**src/rtl/dactx_pkg.sv**
```systemverilog
package dactx_pkg;

  typedef enum logic [2:0] {
    ST_IDLE,
    ST_SETUP,
    ST_LOW,
    ST_HIGH,
    ST_HOLD,
    ST_GAP
  } txState_t;

  typedef struct packed {
    logic load;
    logic shift;
  } dpCtl_t;

endpackage

```
**src/rtl/dactx_shifter.sv**
```systemverilog
module dactx_shifter
  import dactx_pkg::*;
#(
  parameter int ADDR_W = 4,
  parameter int DATA_W = 8,
  parameter int PAD_W  = 4
) (
  input  logic              clk,
  input  logic              rstN,
  input  dpCtl_t            ctl,
  input  logic              reqWide,
  input  logic [ADDR_W-1:0] reqAddr,
  input  logic [DATA_W-1:0] reqData,
  output logic              sdo,
  output logic              lastBit
);

  localparam int NARROW_W = ADDR_W + DATA_W;
  localparam int FRAME_W  = PAD_W + NARROW_W;
  localparam int CNT_W    = $clog2(FRAME_W + 1);

  logic [FRAME_W-1:0] shiftReg;
  logic [CNT_W-1:0]   bitsLeft;
  logic [FRAME_W-1:0] wideImage;
  logic [FRAME_W-1:0] narrowImage;

  // Both layouts are left-justified so the first bit to send is always the top bit.
  generate
    if (PAD_W > 0) begin : g_pad
      assign wideImage   = {{PAD_W{1'b0}}, reqAddr, reqData};
      assign narrowImage = {reqAddr, reqData, {PAD_W{1'b0}}};
    end else begin : g_nopad
      assign wideImage   = {reqAddr, reqData};
      assign narrowImage = {reqAddr, reqData};
    end
  endgenerate

  always_ff @(posedge clk or negedge rstN) begin
    if (!rstN) begin
      shiftReg <= '0;
      bitsLeft <= '0;
    end else if (ctl.load) begin
      shiftReg <= reqWide ? wideImage : narrowImage;
      bitsLeft <= reqWide ? CNT_W'(FRAME_W - 1) : CNT_W'(NARROW_W - 1);
    end else if (ctl.shift) begin
      shiftReg <= {shiftReg[FRAME_W-2:0], 1'b0};
      bitsLeft <= bitsLeft - 1'b1;
    end
  end

  assign sdo     = shiftReg[FRAME_W-1];
  assign lastBit = (bitsLeft == '0);

endmodule

```
**src/rtl/dactx_sequencer.sv**
```systemverilog
module dactx_sequencer
  import dactx_pkg::*;
#(
  parameter int HALF_CYC = 2,
  parameter int CS_SETUP = 2,
  parameter int CS_HOLD  = 2,
  parameter int CS_GAP   = 2
) (
  input  logic   clk,
  input  logic   rstN,
  input  logic   reqValid,
  input  logic   lastBit,
  output dpCtl_t ctl,
  output logic   csN,
  output logic   sclk,
  output logic   busy,
  output logic   done
);

  localparam int MAX_AB   = (HALF_CYC > CS_SETUP) ? HALF_CYC : CS_SETUP;
  localparam int MAX_CD   = (CS_HOLD > CS_GAP) ? CS_HOLD : CS_GAP;
  localparam int MAX_WAIT = (MAX_AB > MAX_CD) ? MAX_AB : MAX_CD;
  localparam int TMR_W    = (MAX_WAIT > 1) ? $clog2(MAX_WAIT) : 1;

  localparam logic [TMR_W-1:0] T_HALF  = TMR_W'(HALF_CYC - 1);
  localparam logic [TMR_W-1:0] T_SETUP = TMR_W'(CS_SETUP - 1);
  localparam logic [TMR_W-1:0] T_HOLD  = TMR_W'(CS_HOLD - 1);
  localparam logic [TMR_W-1:0] T_GAP   = TMR_W'(CS_GAP - 1);

  txState_t         state, nextState;
  logic [TMR_W-1:0] tmr, nextTmr;
  logic             nextDone;
  logic             expired;

  assign expired = (tmr == '0);

  always_comb begin
    nextState = state;
    nextTmr   = expired ? tmr : tmr - 1'b1;
    nextDone  = 1'b0;
    ctl       = '0;
    unique case (state)
      ST_IDLE: begin
        if (reqValid) begin
          ctl.load  = 1'b1;
          nextState = ST_SETUP;
          nextTmr   = T_SETUP;
        end
      end
      ST_SETUP: begin
        if (expired) begin
          nextState = ST_LOW;
          nextTmr   = T_HALF;
        end
      end
      ST_LOW: begin
        if (expired) begin
          nextState = ST_HIGH;
          nextTmr   = T_HALF;
        end
      end
      ST_HIGH: begin
        if (expired) begin
          if (lastBit) begin
            nextState = ST_HOLD;
            nextTmr   = T_HOLD;
          end else begin
            ctl.shift = 1'b1;
            nextState = ST_LOW;
            nextTmr   = T_HALF;
          end
        end
      end
      ST_HOLD: begin
        if (expired) begin
          nextState = ST_GAP;
          nextTmr   = T_GAP;
        end
      end
      ST_GAP: begin
        if (expired) begin
          nextState = ST_IDLE;
          nextDone  = 1'b1;
        end
      end
      default: nextState = ST_IDLE;
    endcase
  end

  always_ff @(posedge clk or negedge rstN) begin
    if (!rstN) begin
      state <= ST_IDLE;
      tmr   <= '0;
      done  <= 1'b0;
    end else begin
      state <= nextState;
      tmr   <= nextTmr;
      done  <= nextDone;
    end
  end

  assign csN  = (state == ST_IDLE) || (state == ST_GAP);
  assign sclk = (state != ST_LOW);
  assign busy = (state != ST_IDLE);

endmodule

```
**src/rtl/dactx_tx.sv**
```systemverilog
module dactx_tx
  import dactx_pkg::*;
#(
  parameter int ADDR_W   = 4,
  parameter int DATA_W   = 8,
  parameter int PAD_W    = 4,
  parameter int HALF_CYC = 2,
  parameter int CS_SETUP = 2,
  parameter int CS_HOLD  = 2,
  parameter int CS_GAP   = 2
) (
  input  logic              clk,
  input  logic              rstN,
  input  logic              reqValid,
  input  logic              reqWide,
  input  logic [ADDR_W-1:0] reqAddr,
  input  logic [DATA_W-1:0] reqData,
  output logic              busy,
  output logic              done,
  output logic              csN,
  output logic              sclk,
  output logic              sdo
);

  dpCtl_t ctl;
  logic   lastBit;

  dactx_sequencer #(
    .HALF_CYC(HALF_CYC),
    .CS_SETUP(CS_SETUP),
    .CS_HOLD (CS_HOLD),
    .CS_GAP  (CS_GAP)
  ) u_seq (
    .clk     (clk),
    .rstN    (rstN),
    .reqValid(reqValid),
    .lastBit (lastBit),
    .ctl     (ctl),
    .csN     (csN),
    .sclk    (sclk),
    .busy    (busy),
    .done    (done)
  );

  dactx_shifter #(
    .ADDR_W(ADDR_W),
    .DATA_W(DATA_W),
    .PAD_W (PAD_W)
  ) u_dp (
    .clk    (clk),
    .rstN   (rstN),
    .ctl    (ctl),
    .reqWide(reqWide),
    .reqAddr(reqAddr),
    .reqData(reqData),
    .sdo    (sdo),
    .lastBit(lastBit)
  );

endmodule

```
**config.mk**
```make
export PLATFORM = sky130hd
export DESIGN_NAME = dactx_tx
export DESIGN_NICKNAME = d
export VERILOG_FILES = /design/src/rtl/dactx_pkg.sv /design/src/rtl/dactx_shifter.sv /design/src/rtl/dactx_sequencer.sv /design/src/rtl/dactx_tx.sv
export SDC_FILE = /design/constraint.sdc
export NUM_CORES = 1
export LEC_CHECK = 0
export BUFFER_PORTS_ARGS = -buffer_cell sky130_fd_sc_hd__buf_2
export CORE_MARGIN = 2
export CORE_UTILIZATION = 35
export DETAILED_ROUTE_END_ITERATION = 16
export SKIP_LAST_GASP = 1
export SLEW_MARGIN = 10
export SYNTH_ARGS = -nofsm -noshare
export SYNTH_HDL_FRONTEND = slang
export SYNTH_SLANG_ARGS = --single-unit
```
**constraint.sdc**
```tcl
create_clock -name clk -period 1.7 [get_ports clk]
set_input_delay 0.34 -clock clk [delete_from_list [all_inputs] [get_ports clk]]
set_output_delay 0.34 -clock clk [all_outputs]
set_load 0.05 [all_outputs]
```
After elaboration in Yosys (flattened, before gate mapping)
Cells that the tools add are included.

cells by class
  add/sub/neg operators = 2
  $mul = 0
  div/mod/pow operators = 0
  $lt $le $gt $ge = 0
  equal/unequal tests = 12
  shift operators = 0
  multiplexer cells = 25
  bitwise gates (word level) = 0
  reductions and logical operators = 7

operators by type and width
  operator                                                            number
  16-bit two-way mux                                                  3
  3-bit two-way mux                                                   8
  3-bit one-hot mux with 6 select lines                               1
  2-bit != test, second input constant                                6
  1-bit two-way mux                                                   10
  5-bit two-way mux                                                   2
  3-bit by 2-bit == test with 1-bit output, second input constant     2
  3-bit == test, second input constant                                2
  6-bit AND reduction                                                 1
  5-bit zero test                                                     1
  5-bit by 1-bit subtractor with 5-bit output, second input constant  1
  4-bit OR reduction                                                  1
  3-bit by 1-bit == test with 1-bit output, second input constant     1
  3-bit zero test                                                     1
  3-bit by 2-bit != test with 1-bit output, second input constant     1
  3-bit nonzero test                                                  1
  1-bit one-hot mux with 2 select lines                               1
  2-bit nonzero test                                                  1
  1-bit logical OR                                                    1
  1-bit subtractor, second input constant                             1

word-level totals
  register bits = 26
  bits in latches = 0
  memory bits (writable) = 0
  ROM bits = 0
  output and inout port bits = 5
  word-level logic and storage cells = 51
  memories = 0

Depth between registers and ports, before layout
  word-level depth = 6
  gate-level depth with buffers = 7
  gate-level depth less buffers = 5

Cells and area by module
A second synthesis with hierarchy kept.

unflattened totals
  cell total of the unflattened synthesis = 127
  area total of the unflattened synthesis = 1438.9 µm²

modules (own cells, without submodules)
  module           times used  cells each  area an instance (µm²)
  dactx_shifter    1           95          1144.8
  dactx_sequencer  1           32          294.0

Least setup slack after synthesis
OpenSTA, ideal clock, no wires.

  path kind = flip-flop to output port
  start = register u_seq.state[2]
  end = output port csN
  data arrival time = 1.422 ns
  slack = -0.062 ns
  stages on the path, launching flop included = 4
  path buffers = 1
  cell sequence = dfrtp_1 > clkbuf_1 > xor2_1 > nor2_1

between the ends
  longest elaborated chain between the ends = 2

RTL lines
  item                                              line                    RTL
  from (decl)                                       dactx_sequencer.sv:30   txState_t state, nextState;
  from (signal assigned)                            dactx_sequencer.sv:96   state <= nextState;
  3-bit == test or 3-bit zero test (tied branches)  dactx_sequencer.sv:102  assign csN = (state == ST_IDLE) || (state == ST_GAP);
  1-bit logical OR (*)                              dactx_sequencer.sv:102
  to (decl)                                         dactx_tx.sv:20          output logic csN,

Every way passes the cells marked *; elsewhere a longest branch is shown, timed or not.

Final worst setup path
  start = register u_seq.state[2]
  end = output port sclk

between the ends
  longest elaborated chain between the ends = 1

RTL lines
  item                                      line                    RTL
  3-bit by 2-bit != test with 1-bit output  dactx_sequencer.sv:103  assign sclk = (state != ST_LOW);
  to (decl)                                 dactx_tx.sv:21          output logic sclk,

Every way passes these cells.

==> flow_summary.toml <==
[cts]
path_clk_slew_ps = 90
root_buffer = "clkbuf_8"
clkSinkCount = 26
cts_buffer_depth = 2
cts-buffers-inserted = 3
clock_latency_ps = 270
htree_levels = 1
cts_tree = "yes"

[critical_path]
cp-startpoint = "u_seq.state[2]"
endpoint = "sclk"
endpoint_kind = "output port"
arrival_ps = 1350
crit_path_max_incr_delay_ps = 400
r2r_cells = 5
r2r_start = "u_dp.bitsLeft[1]"
path_max_fanout = 7
crit_slowest_cell = "dfrtp_1"
critical_path_class = "reg2out"
cp_cell_sequence = "buf_6 -> or3b_4 -> buf_8"
reg2reg_to = "u_dp.shiftReg[12]"
startpoint_type = "flop"
cp_data_required_time_ps = 1360
rrSetupSlack_ps = 30

[finish]
layout-drive-gt1-share = 0.331
final_common_cell = "dfrtp_1"
nets = 200
final_cell_mix = "dfrtp_1, buf_4, buf_2"
fill_cells = 365
diodes = 0
multi_input_area_sq_um = 756
layout.cells.non_filler = 231
regArea_sq_um = 651
syn_to_final_growth_pct = 30.4
stdcell_area_sq_um = 1840

[placement]
dp_cells = 221
gp_congestion = 0.828
port_buffers = 20
placed_area_sq_um = 1680
dp_worst_setup_slack_ps = -109
hpwl_mm = 2.52

[timing]
min_period_over_period = 0.996
fin_tns_setup_ps = 0
skew_ps = 6.74
slew_headroom = 0.598
timing.final.ws_setup_ps = 6.31
finalSetupViolCount = 0
post-route-min-period_ps = 1690
slew_violations = 0
rsz0062_at_grt = "true"
holdWs_ps = 64.5
finalHoldViolCount = 0
tightestPinTransition_ps = 603
fmax_mhz = 590

[die]
core_sq_um = 3940
start_util = 0.358
die_area_sq_um = 4560
rows = 23
die_w_microns = 67.5
die_h_microns = 67.5
io_pins = 21

[run_status]
outcome = "complete, no violations"

[detailed_routing]
detail-route-antenna-nets = 0
drt-initial-drc-count = 124
drtPass1Iterations = 4
drc = 0
dr_total_vias = 1274
wl_per_cell_microns = 16.0
totalWireLength_mm = 3.70
via_per_inst = 5.52

[logic_synthesis]
ys_types = 32
syn_area_sq_um = 1410
seq_area_frac_synth = 0.461
synth_fp_nets = 161
synth_flop_cell = "dfrtp_1"
async_reset_ff_frac = 1.00
ys_ff_latch = 26
synth-edff-count = 0
yosysWarnings = 0
avgSynthCellArea_sq_um = 9.80
synthCells = 144

[grt]
grt_pass1_vias = 1200
antenna_found_initial = 0
grt_pass1_wl_mm = 5.69
grt-ovfl-total = 0
grt_max_degree = 27
grtUsageTotal = 0.167

[pwr]
leakage_nw = 0.828
power_density_nw_per_um2 = 1490
peakVddDrop_mv = 0.695

[job]
maxCapViolations = 0

[hold_path]
worstHoldPathType = "in2async"
power by group:
part | internal, mW | switching, mW | total [mW]
Clock | 0.159 | 0.189 | 0.348
Combinational | 0.676 | 0.731 | 1.41
Sequential | 0.841 | 0.146 | 0.987
per-stage QoR:
step / util / total power [mW]
2_1_floorplan: - / 1.76
3_3_place_gp: 0.425 / 2.14
3_5_place_dp: 0.425 / 2.19
4_1_cts: 0.445 / 2.61
5_1_grt: 0.467 / 2.95
6_report: 0.467 / 2.74
flip-flops by register name, indices dropped and copies added, names as in the netlist:
| signal | count |
|---|---|
| u_dp.shiftReg | 16 |
| u_dp.bitsLeft | 5 |
| u_seq.state | 3 |
| u_seq.done | 1 |
| u_seq.tmr | 1 |
kinds of logic (layout without fill, tap and decap cells):
logic type                 Yosys count  in the layout  synth area share
muxes                                8              8            0.0567
and+or+nand+nor                     60             61             0.243
AOI/OAI and AO/OA                   33             33             0.179
DFF                                 26             26             0.461
xor gates and xnor gates             1              1           0.00621
adders and majority gates            1              1           0.00886
buffers and inverters               15             51            0.0452
worst min-delay path by stage:
| stage | to | cells past startpoint | slack, ps |
|---|---|---|---|
| floorplan | u_dp.bitsLeft[0] | 0 | 40 |
| global placement | u_dp.bitsLeft[2] | 1 | 380 |
| detailed placement | u_dp.shiftReg[15] | 1 | 390 |
| CTS | u_dp.shiftReg[15] | 1 | 90 |
| global route | u_dp.shiftReg[15] | 1 | 100 |
| finish | u_dp.shiftReg[15] | 1 | 60 |
metal layers:
layer,track usage,up-vias,routed length [microns]
li1,-,620,-
met5,0,-,0
met1,0.221,622,1670
met3,0.0417,2,135
met2,0.278,30,1890
met4,0.0255,0,10
timing repair:
action                     in CTS  in global routing
setup endpoints to repair      19                 21
gates cloned                    0                  1
buffers inserted                1                  5
resized for setup               9                  9
pin swaps                       0                  1
hold buffers                    0                  0
area by class of cell:
type	instances	area share
Sequential cell	26	0.354
Clock buffer	3	0.0224
Tap cell	50	0.0340
Multi-Input combinational cell	104	0.411
Inverter	3	0.00612
Timing Repair Buffer	45	0.173
critical path: cells and delay by family, from the launching register on:
kind	cells	cell delay, ps
and+or+nand+nor	1	390
buffers and inverters	2	300
DFF	1	400
cell usage after synthesis, types with 2 or more instances:
cell	count	area share
a221o_1	4	0.028
a311oi_1	2	0.012
a31oi_1	2	0.0089
and2_0	2	0.0089
and3_1	3	0.013
buf_2	6	0.021
clkbuf_1	6	0.016
dfrtp_1	26	0.46
inv_1	3	0.0080
mux2i_1	8	0.057
nand2_1	12	0.032
nand2b_1	2	0.0089
nand3_1	15	0.053
nor2_1	8	0.021
nor2b_1	4	0.018
nor3_1	4	0.014
nor4b_2	2	0.021
o211a_1	2	0.014
o211ai_1	6	0.032
o21ai_0	7	0.025
o221ai_1	8	0.050
or4b_1	2	0.014
(Power assumes the default switching activity.)
